--- config.mk ---
export PLATFORM = sky130hd
export DESIGN_NAME = spi_chan_master
export DESIGN_NICKNAME = d
export VERILOG_FILES = /design/src/rtl/spi_cm_pkg.sv /design/src/rtl/spi_cm_fifo.sv /design/src/rtl/spi_cm_engine.sv /design/src/rtl/spi_chan_master.sv
export SDC_FILE = /design/constraint.sdc
export NUM_CORES = 2
export LEC_CHECK = 0
export BUFFER_PORTS_ARGS = -buffer_cell sky130_fd_sc_hd__buf_2
export CAP_MARGIN = 25
export CORE_MARGIN = 2
export CORE_UTILIZATION = 56
export CTS_CLUSTER_DIAMETER = 120
export DETAILED_ROUTE_END_ITERATION = 8
export GPL_TIMING_DRIVEN = 1
export PLACE_DENSITY_LB_ADDON = 0.08
export SLEW_MARGIN = 20
export SYNTH_ARGS = -nofsm -noshare
export SYNTH_HDL_FRONTEND = slang
export SYNTH_SLANG_ARGS = --single-unit
export TNS_END_PERCENT = 20
--- constraint.sdc ---
create_clock -name clk -period 5.6 [get_ports clk]
set_clock_uncertainty 0.1 [all_clocks]
set_input_delay 0.56 -clock clk [delete_from_list [all_inputs] [get_ports clk]]
set_output_delay 0.56 -clock clk [all_outputs]
set_load 0.005 [all_outputs]
--- src/rtl/spi_cm_pkg.sv ---
package spi_cm_pkg;
  localparam int CHANNELS = 4;
  localparam int DATA_W   = 32;
  localparam int PER_W    = 20;

  localparam logic [4:0] ADDR_RX   = 5'h00;
  localparam logic [4:0] ADDR_TX   = 5'h04;
  localparam logic [4:0] ADDR_CTRL = 5'h08;
  localparam logic [4:0] ADDR_CFG  = 5'h0C;
  localparam logic [4:0] ADDR_IEN  = 5'h10;
  localparam logic [4:0] ADDR_STAT = 5'h18;

  typedef enum logic [1:0] {ST_IDLE, ST_LEAD, ST_SHIFT, ST_TRAIL} eng_state_t;

  // cycles per bit: (pre+1) << post, never below two so both clock halves exist
  function automatic logic [PER_W-1:0] bit_period(input logic [3:0] pre, input logic [3:0] post);
    logic [PER_W-1:0] p;
    p = PER_W'(pre) + PER_W'(1);
    p = p << post;
    if (p < PER_W'(2)) p = PER_W'(2);
    return p;
  endfunction

  // move a word of len bits (1..32) up so that its top bit sits at bit 31
  function automatic logic [DATA_W-1:0] align_msb(input logic [DATA_W-1:0] w, input logic [5:0] len);
    return w << (6'd32 - len);
  endfunction
endpackage

--- src/rtl/spi_cm_fifo.sv ---
module spi_cm_fifo #(
  parameter int W     = 32,
  parameter int DEPTH = 64
) (
  input  logic                       clk,
  input  logic                       rst_n,
  input  logic                       push,
  input  logic [W-1:0]               din,
  input  logic                       pop,
  output logic [W-1:0]               dout,
  output logic                       full,
  output logic                       empty,
  output logic [$clog2(DEPTH):0]     count
);
  localparam int AW = $clog2(DEPTH);

  logic [W-1:0]  mem [DEPTH];
  logic [AW-1:0] wp, rp;
  logic [AW:0]   cnt;
  logic          do_push, do_pop;

  assign full    = (cnt == (AW+1)'(DEPTH));
  assign empty   = (cnt == '0);
  assign do_push = push && !full;
  assign do_pop  = pop && !empty;
  assign dout    = mem[rp];
  assign count   = cnt;

  always_ff @(posedge clk) begin
    if (!rst_n) begin
      wp  <= '0;
      rp  <= '0;
      cnt <= '0;
    end else begin
      if (do_push) wp <= wp + AW'(1);
      if (do_pop)  rp <= rp + AW'(1);
      cnt <= cnt + (AW+1)'(do_push) - (AW+1)'(do_pop);
    end
  end

  always_ff @(posedge clk) begin
    if (do_push) mem[wp] <= din;
  end
endmodule

--- src/rtl/spi_cm_engine.sv ---
module spi_cm_engine
  import spi_cm_pkg::*;
(
  input  logic              clk,
  input  logic              rst_n,
  input  logic              start,
  input  logic              tx_empty,
  input  logic [DATA_W-1:0] tx_word,
  output logic              tx_pop,
  output logic              rx_push,
  output logic [DATA_W-1:0] rx_word,
  input  logic [PER_W-1:0]  period_in,
  input  logic [5:0]        len_in,
  input  logic              cpol_in,
  input  logic              cpha_in,
  input  logic [1:0]        chan_in,
  input  logic              miso,
  output logic              sclk,
  output logic              mosi,
  output logic              cs_act,
  output logic [1:0]        chan_q,
  output logic              done
);
  eng_state_t        st;
  logic [PER_W-1:0]  cnt, per_q, half_q;
  logic [5:0]        len_q;
  logic              cpol_q, cpha_q;
  logic [DATA_W-1:0] sh, rsh;
  logic [4:0]        bitn;
  logic              last_cyc, mid_cyc, word_end, first_half;

  assign last_cyc   = (cnt == per_q - PER_W'(1));
  assign mid_cyc    = (cnt == half_q - PER_W'(1));
  assign word_end   = (st == ST_SHIFT) && last_cyc && (bitn == 5'd0);
  assign first_half = (cnt < half_q);

  assign tx_pop  = ((st == ST_LEAD) && last_cyc) || (word_end && !tx_empty);
  assign rx_push = word_end;
  assign rx_word = rsh;
  assign done    = ((st == ST_IDLE) && start && tx_empty) || ((st == ST_TRAIL) && last_cyc);
  assign cs_act  = (st != ST_IDLE);
  assign mosi    = (st == ST_SHIFT) ? sh[DATA_W-1] : 1'b0;

  always_comb begin
    if (st == ST_SHIFT)     sclk = cpol_q ^ (cpha_q ? first_half : !first_half);
    else if (st == ST_IDLE) sclk = cpol_in;
    else                    sclk = cpol_q;
  end

  always_ff @(posedge clk) begin
    if (!rst_n) begin
      st     <= ST_IDLE;
      cnt    <= '0;
      per_q  <= PER_W'(2);
      half_q <= PER_W'(1);
      len_q  <= 6'd32;
      cpol_q <= 1'b0;
      cpha_q <= 1'b0;
      chan_q <= 2'd0;
      sh     <= '0;
      rsh    <= '0;
      bitn   <= '0;
    end else begin
      case (st)
        ST_IDLE: begin
          if (start && !tx_empty) begin
            per_q  <= period_in;
            half_q <= period_in >> 1;
            len_q  <= len_in;
            cpol_q <= cpol_in;
            cpha_q <= cpha_in;
            chan_q <= chan_in;
            cnt    <= '0;
            st     <= ST_LEAD;
          end
        end
        ST_LEAD: begin
          if (last_cyc) begin
            cnt  <= '0;
            sh   <= align_msb(tx_word, len_q);
            rsh  <= '0;
            bitn <= 5'(len_q - 6'd1);
            st   <= ST_SHIFT;
          end else begin
            cnt <= cnt + PER_W'(1);
          end
        end
        ST_SHIFT: begin
          if (mid_cyc) rsh <= {rsh[DATA_W-2:0], miso};
          if (last_cyc) begin
            cnt <= '0;
            if (bitn == 5'd0) begin
              if (!tx_empty) begin
                sh   <= align_msb(tx_word, len_q);
                rsh  <= '0;
                bitn <= 5'(len_q - 6'd1);
              end else begin
                st <= ST_TRAIL;
              end
            end else begin
              sh   <= sh << 1;
              bitn <= bitn - 5'd1;
            end
          end else begin
            cnt <= cnt + PER_W'(1);
          end
        end
        default: begin
          if (last_cyc) begin
            cnt <= '0;
            st  <= ST_IDLE;
          end else begin
            cnt <= cnt + PER_W'(1);
          end
        end
      endcase
    end
  end
endmodule

--- src/rtl/spi_chan_master.sv ---
module spi_chan_master
  import spi_cm_pkg::*;
#(
  parameter int FIFO_DEPTH = 64
) (
  input  logic        clk,
  input  logic        rst_n,
  input  logic [4:0]  bus_addr,
  input  logic        bus_wr,
  input  logic        bus_rd,
  input  logic [31:0] bus_wdata,
  output logic [31:0] bus_rdata,
  output logic        irq,
  output logic        spi_sclk,
  output logic        spi_mosi,
  input  logic        spi_miso,
  output logic [3:0]  spi_cs
);
  localparam int CW = $clog2(FIFO_DEPTH) + 1;

  logic [31:0] ctrl_q, cfg_q, ien_q;
  logic        xch_q, ovf_q;
  logic        wr_ctrl, wr_cfg, wr_ien, tx_wr, rx_rd;
  logic        tx_full, tx_empty, tx_pop, rx_full, rx_empty, rx_push;
  logic [CW-1:0] tx_count, rx_count;
  logic [DATA_W-1:0] tx_head, rx_head, rx_word;
  logic        en, start, eng_done, eng_cs;
  logic [1:0]  eng_chan, chan_live;
  logic [3:0]  pha_v, pol_v, ah_v;
  logic [5:0]  len_live;

  assign wr_ctrl = bus_wr && (bus_addr == ADDR_CTRL);
  assign wr_cfg  = bus_wr && (bus_addr == ADDR_CFG);
  assign wr_ien  = bus_wr && (bus_addr == ADDR_IEN);
  assign tx_wr   = bus_wr && (bus_addr == ADDR_TX);
  assign rx_rd   = bus_rd && (bus_addr == ADDR_RX);

  assign en        = ctrl_q[0];
  assign chan_live = ctrl_q[19:18];
  assign len_live  = {1'b0, ctrl_q[24:20]} + 6'd1;
  assign pha_v     = cfg_q[3:0];
  assign pol_v     = cfg_q[7:4];
  assign ah_v      = cfg_q[15:12];
  assign start     = xch_q && en;

  always_ff @(posedge clk) begin
    if (!rst_n) begin
      ctrl_q <= '0;
      cfg_q  <= '0;
      ien_q  <= '0;
      xch_q  <= 1'b0;
      ovf_q  <= 1'b0;
    end else begin
      if (wr_ctrl) ctrl_q <= bus_wdata & ~32'h4;
      if (wr_cfg)  cfg_q  <= bus_wdata;
      if (wr_ien)  ien_q  <= bus_wdata;
      if (wr_ctrl && bus_wdata[2]) xch_q <= 1'b1;
      else if (eng_done)           xch_q <= 1'b0;
      if (tx_wr && tx_full) ovf_q <= 1'b1;
    end
  end

  spi_cm_fifo #(.W(DATA_W), .DEPTH(FIFO_DEPTH)) u_txq (
    .clk(clk), .rst_n(rst_n), .push(tx_wr), .din(bus_wdata), .pop(tx_pop),
    .dout(tx_head), .full(tx_full), .empty(tx_empty), .count(tx_count));

  spi_cm_fifo #(.W(DATA_W), .DEPTH(FIFO_DEPTH)) u_rxq (
    .clk(clk), .rst_n(rst_n), .push(rx_push), .din(rx_word), .pop(rx_rd),
    .dout(rx_head), .full(rx_full), .empty(rx_empty), .count(rx_count));

  spi_cm_engine u_eng (
    .clk(clk), .rst_n(rst_n), .start(start), .tx_empty(tx_empty), .tx_word(tx_head),
    .tx_pop(tx_pop), .rx_push(rx_push), .rx_word(rx_word),
    .period_in(bit_period(ctrl_q[15:12], ctrl_q[11:8])), .len_in(len_live),
    .cpol_in(pol_v[chan_live]), .cpha_in(pha_v[chan_live]), .chan_in(chan_live),
    .miso(spi_miso), .sclk(spi_sclk), .mosi(spi_mosi), .cs_act(eng_cs),
    .chan_q(eng_chan), .done(eng_done));

  for (genvar c = 0; c < CHANNELS; c++) begin : g_cs
    assign spi_cs[c] = (eng_cs && (eng_chan == 2'(c))) ? ah_v[c] : ~ah_v[c];
  end

  assign irq = (ien_q[0] && tx_empty) || (ien_q[3] && !rx_empty);

  always_comb begin
    case (bus_addr)
      ADDR_RX:   bus_rdata = rx_empty ? '0 : rx_head;
      ADDR_CTRL: bus_rdata = ctrl_q | {29'b0, xch_q, 2'b0};
      ADDR_CFG:  bus_rdata = cfg_q;
      ADDR_IEN:  bus_rdata = ien_q;
      ADDR_STAT: bus_rdata = {24'b0, ovf_q, 3'b0, !rx_empty, 1'b0, rx_full, 1'b0};
      default:   bus_rdata = '0;
    endcase
  end
endmodule

* Word-level counts from Yosys, hierarchy flattened
Memories as Yosys holds them, arrays and structs flattened. A register that Yosys moved wholly into a read port is not among the register bits.
Index checks and enable logic that the tools add are counted.
** Storage, ports and cells
- Bits in registers :: 275
- RAM bits :: 4096
- Input bits :: 42
- Output and inout bits :: 39
- Logic and storage cells :: 171
- Memories :: 2
** Operators by class
- Add/subtract/negate cells :: 16
- Magnitude comparators :: 3
- Equality and inequality tests :: 21
- Shift-type cells :: 2
- Multiplexer cells :: 51
- Bitwise operators :: 6
- Reductions and logical operators :: 48
** Memory list
- u_rxq.mem :: words 64, bits a word 32, read ports 1, clocked after Yosys merged registers in 1, write ports 1, RTL line spi_cm_fifo.sv:17 : logic [W-1:0] mem [DEPTH];
- u_txq.mem :: words 64, bits a word 32, read ports 1, clocked after Yosys merged registers in 1, write ports 1, RTL line spi_cm_fifo.sv:17
** Operator list (number)
- 2-to-1 mux 32 bit :: 10
- case mux 32 bit (5 select lines) :: 1
- case mux 32 bit (2 select lines) :: 2
- 2-to-1 mux 20 bit :: 4
- == test 20 bit :: 2
- bitwise OR 32 x 3 -> 32 bit :: 1
- left shift 32 x 6 -> 32 bit :: 1
- logical AND 1 bit :: 26
- adder 6 x 1 -> 6 bit (second input constant) :: 4
- 2-to-1 mux 6 bit :: 4
- adder 20 x 1 -> 20 bit (second input constant) :: 1
- < comparator 20 x 19 -> 1 bit :: 1
- < comparator 20 x 2 -> 1 bit (second input constant) :: 1
- 2-to-1 mux 5 bit :: 4
- left shift 5 x 4 -> 20 bit :: 1
- subtractor 19 x 1 -> 20 bit (second input constant) :: 1
- subtractor 20 x 1 -> 20 bit (second input constant) :: 1
- 2-to-1 mux 1 bit :: 16
- adder 7 x 1 -> 7 bit :: 2
- == test 7 bit (second input constant) :: 2
- zero test 7 bit :: 2
- subtractor 7 x 1 -> 7 bit :: 2
- 2-to-1 mux 2 bit :: 6
- == test 5 x 4 -> 1 bit (second input constant) :: 2
- 25 further kinds :: 50

* Depth between registers and ports, before layout
- Depth after elaboration :: 9
- Gate-level depth with buffers :: 22

* Cells and area by module
Synthesis repeated with hierarchy kept, for this count alone.
** Unflattened totals
- Cell total of the unflattened synthesis :: 8567
- Area, all modules :: 171663.4 um^2
** By module, submodules not included
- spi_cm_fifo (u_rxq) :: times used 1, cells an instance 3468, area each 79052.1 um^2, seq. area each 61999.5 um^2
- spi_cm_fifo (u_txq) :: times used 1, cells an instance 3398, area each 79017.0 um^2, seq. area each 61999.5 um^2
- spi_cm_engine :: times used 1, cells an instance 1041, area each 8513.2 um^2, seq. area each 2422.3 um^2
- spi_chan_master :: times used 1, cells an instance 660, area each 5081.1 um^2, seq. area each 1941.9 um^2

* Least setup slack after synthesis
OpenSTA, ideal clock, no wires.
- Kind :: reg2reg
- Start :: reg u_eng.per_q[2]
- End :: mem u_rxq.mem[61][0] (enable)
- Data arrival time :: 4.693 ns
- Required time :: 5.079 ns
- Slack :: 0.386 ns
- Stages on the path, launching flop included :: 14
- Buffers on the path :: 2
- Cells stage by stage :: dfxtp_1 > inv_1 > ha_1 > or4b_4 > buf_6 > or3_4 > a2111oi_4 > nor2_1 > nor4_1 > nand4b_1 > a211oi_1 > buf_2 > nand4_1 > nor2_1
** On the way
- Longest elaborated chain between the ends :: 7
** Ends and longest elaborated chain
- start, declared :: RTL line spi_cm_engine.sv:25 : logic [PER_W-1:0] cnt, per_q, half_q;
- start signal, assigned :: RTL line spi_cm_engine.sv:67 : per_q <= period_in;
- subtractor 20 x 1 -> 20 bit :: RTL line spi_cm_engine.sv:32 : assign last_cyc = (cnt == per_q - PER_W'(1));
- == test 20 bit :: RTL line spi_cm_engine.sv:32
- logical AND 1 bit (2 in a row) :: RTL line spi_cm_engine.sv:34 : assign word_end = (st == ST_SHIFT) && last_cyc && (bitn == 5'd0);
- logical AND 1 bit :: RTL line spi_cm_fifo.sv:24 : assign do_push = push && !full;
- 2-to-1 mux 1 bit :: RTL line spi_cm_fifo.sv:42 : if (do_push) mem[wp] <= din;
- 2-to-1 mux 1 bit (not written as such) :: RTL line spi_cm_fifo.sv:42
- end, declared :: RTL line spi_cm_fifo.sv:17
No other way between the ends.

==> results <==
- The most numerous cell type found on the critical path is mux4_2.
- For this block, the initial DRC count from the detailed router was 12500.
- The fraction of registers with async set or reset after synthesis is 0%.
- At the pin with the least slew margin, the transition time is 1.15 ns.
- The biggest fanout along the worst timing path is 73.
- The I/O pin count is 81.
- STA classifies the critical path endpoint as a primary output.
- The die covers 0.313 mm².
- The path category of the worst min-delay check is primary input to register.
- For this run, the slowest stage of the critical path takes 0.84 ns.
- Ranked by total cell area, the synthesized netlist is headed by edfxtp_1 (71%), mux4_2 (13%), dfxtp_1 (3.1%).
- For this run, the register share of the synthesized area comes to 74.3%.
- For this run, the number of standard cells in the final layout without fillers is 14000.
- The total length of routed wires is 507000 µm.
- The synthesized design contains 4364 register bits.
- On the critical path, the stage with the largest delay is an instance of dfxtp_4.
- The worst setup path is of the register to primary output kind.
- The remaining antenna violation count after routing is 0.
- The CTS tree is built.
- The kind of launch point of the worst setup path is a register.
- The pin count of the biggest net entering global routing is 91.
- Setup violations remaining at the end of the flow were counted as 0.
- The number of buffers between clock root and the deepest sink is 4.
- Setup repair after global routing left no endpoint under its margin.
- The vias per cell is 6.65.
- The clock drives 4364 sinks.
- Summed over all layers, the global routing overflow is 0.
- The area share of the leading cell type in the synthesized netlist is 71.2%.
- The area overhead of the layout relative to synthesis is 14.6%.
- The max-slew violation total from the final report came to 0.
- The mean instance size in the synthesized netlist is 19.4 µm².
- The number of core rows is 203.
- The most used flip-flop cell after synthesis is edfxtp_1.
- The signal on the critical path passes through buf_12, mux4_2, mux4_2, mux2i_1, nor2_1, a21oi_1, buf_4, o21ai_0, buf_2.
- The synthesized netlist net count is 9006.
- The number of buffers created by CTS is 438.
- In this run the power density over the cells is 333 mW/mm².
- The final layout contains 9587 nets.
- The total buffers and inverters traversed by the critical path is 3.
- Clock-pin slew was measured on the worst setup and hold paths at 0.06 ns.
- The ratio of final minimum period to clock period is 96.3%.
- The H-tree was split into 5 levels.
- In this run the tightest slew margin relative to its limit is 22.3%.
- The die is 559 µm wide.
- The first-pass GRT wire length is 709000 µm.
- The cell area that synthesis handed to floorplanning was 0.173 mm².
- The largest total area in the synthesized netlist belongs to edfxtp_1.
- The start point of the worst min-delay path is rst_n.
- Data arrives at the worst endpoint at 4.73 ns.
- IR analysis of the VDD net gives a maximum drop of 0.294 mV.
- The initial antenna violation count was 13.
- Subtracting the final worst setup slack from the clock period gives 5.39 ns.
- The clock tree root buffer cell is clkbuf_16.
- STA puts the critical path data required time at 4.94 ns.
- The number of iterations in the first detailed-routing pass is 7.
- The effective utilization at floorplan is 56.4%.
- The final weighted congestion of routability-driven global placement is 1.03.
- The total placed cells including tap cells is 13100.
- Timing would allow up to 0.186 GHz.
- Input and output buffers added on the ports amount to 80.
- The number of global-route vias before repair came to 91500.
- The chip height is 559 µm.
- The number of distinct standard cells referenced by the synthesized netlist is 88.
- The number of DRC violations after detailed routing is 0.
- Across every metal layer, demand over resource in global routing totals 32.3%.
- For this design the static power due to leakage is 58.7 nW.
- The core region area is 0.306 mm².
- In the final layout, the share of cells above drive strength 1 is 26.3%.
- Counting every instance in the synthesized netlist gives 8910.
- The count of flip-flops with a built-in enable after synthesis is 4096.
- The total half-perimeter wirelength after legalization and detailed placement is 311000 µm.
- The cell class contributing the biggest share of worst-path delay is multiplexers.
- The final hold violation count is 0.
- Yosys printed 0 warnings.
- The tool flagged a number of max-cap violations equal to 0.
- For the worst-skew pair, the clock arrives at the later sink with an insertion delay of 1.00 ns.
- The total negative setup slack is 0 ns.
- The flow ran to the end, and the final reports show no timing, DRC or antenna violations.
- Dividing the detail-routed wire length by the instance count gives 36.3 µm.
- The via count is 93000.
- The final-layout worst hold slack is 0.0366 ns.
final timing paths:
kind                                    end  slack, ns  cells past startpoint
setup / recovery              bus_rdata[15]       0.21                      9
setup reg to reg  u_eng.sh[29]$_SDFFE_PN0P_       0.30                     13
hold reg to reg      cfg_q[29]$_SDFFE_PN0P_       0.36                      2
hold / removal    u_txq.count[5]$_SDFF_PN0_       0.04                      3
power by group:
group / total (W) / switching, W / internal (W) / leakage (nW)
clock: 0.0291 / 0.0123 / 0.0167 / 6.91
combinational: 0.00133 / 0.000962 / 0.000364 / 14.0
sequential: 0.0355 / 0.0000478 / 0.0354 / 37.7
total: 0.0659 / 0.0133 / 0.0525 / 58.7
flip-flops by register name, indices dropped and copies added (netlist names), 7 cells and up, named ones only:
signal	count
u_rxq.mem	2048
u_txq.mem	2048
cfg_q	32
ien_q	32
u_eng.rx_word	32
u_eng.sh	32
ctrl_q	31
u_eng.cnt	20
u_eng.per_q	20
u_rxq.count	7
u_txq.count	7
repair_timing:
item                       CTS  global route
hold buffers                 2             0
buffers inserted             0             1
setup endpoints to repair    2             2
resized for setup            2             0
hold endpoints to repair    12             0
cells in the final DEF (no fill, tap or decap), drive strengths merged, types with 131 or more instances in the layout:
master	n
o21ai	131
mux4	972
a21oi	249
buf	673
dfxtp	268
clkinv	190
mux2i	504
nor2	386
edfxtp	4096
nand3	158
clkbuf	552
nand2	428
a22oi	215
layer usage:
layer	vias to the layer above	routed length, µm	part of all wire [%]	GRT usage (%)
li1	37900	-	-	-
met1	49200	189000	37	43.5
met2	4964	249000	49	52.9
met3	970	42400	8.4	4.77
met4	8	25900	5.1	14.1
met5	-	52	0.010	0
worst min-delay path, cell delays in order:
cell    delay (ns)
buf_2         0.13
inv_6         0.19
nor2_1        0.19
per-stage QoR:
stage | worst slack [ns] | power (W) | utilization, % | instance area [µm²]
6_report | 0.209 | 0.0659 | 64.6 | 198000
5_1_grt | 0.112 | 0.0675 | 64.6 | 198000
4_1_cts | 0.000536 | 0.0661 | 64.6 | 198000
3_5_place_dp | 0.438 | 0.0375 | 59.9 | 184000
3_3_place_gp | 0.363 | 0.0375 | 59.9 | 183000
2_1_floorplan | 0.386 | 0.0368 | - | 173000
logic make-up after synthesis:
kind of cell,after synthesis,share of synthesized area [%]
flip-flops,4364,74.3
multiplexers,1535,16.0
AND/OR/NAND/NOR,1315,3.57
AO/OA/AOI/OAI,953,3.77
buffers and inverters,599,1.46
XOR/XNOR,90,0.457
adder cells (fa/ha/maj),54,0.400
cell type report:
| type | instances | area (µm²) |
|---|---|---|
| sequential | 4364 | 128000 |
| fill | 20700 | 108000 |
| multi-input combinational | 3947 | 42900 |
| clock buffer | 551 | 11600 |
| timing repair buffer | 676 | 6890 |
| tap | 4100 | 5130 |
| clock inverter | 259 | 2590 |
| inverter | 64 | 245 |
| antenna | 12 | 30.0 |
cells in the mapped netlist (110+ instances only):
cell,number
mux4_2,972
nand3_1,157
nand2_1,428
nor2_1,356
a21oi_1,249
dfxtp_1,268
a22oi_1,215
o21ai_0,129
buf_2,110
clkbuf_1,301
edfxtp_1,4096
mux2i_1,504
(Power assumes the default switching activity.)
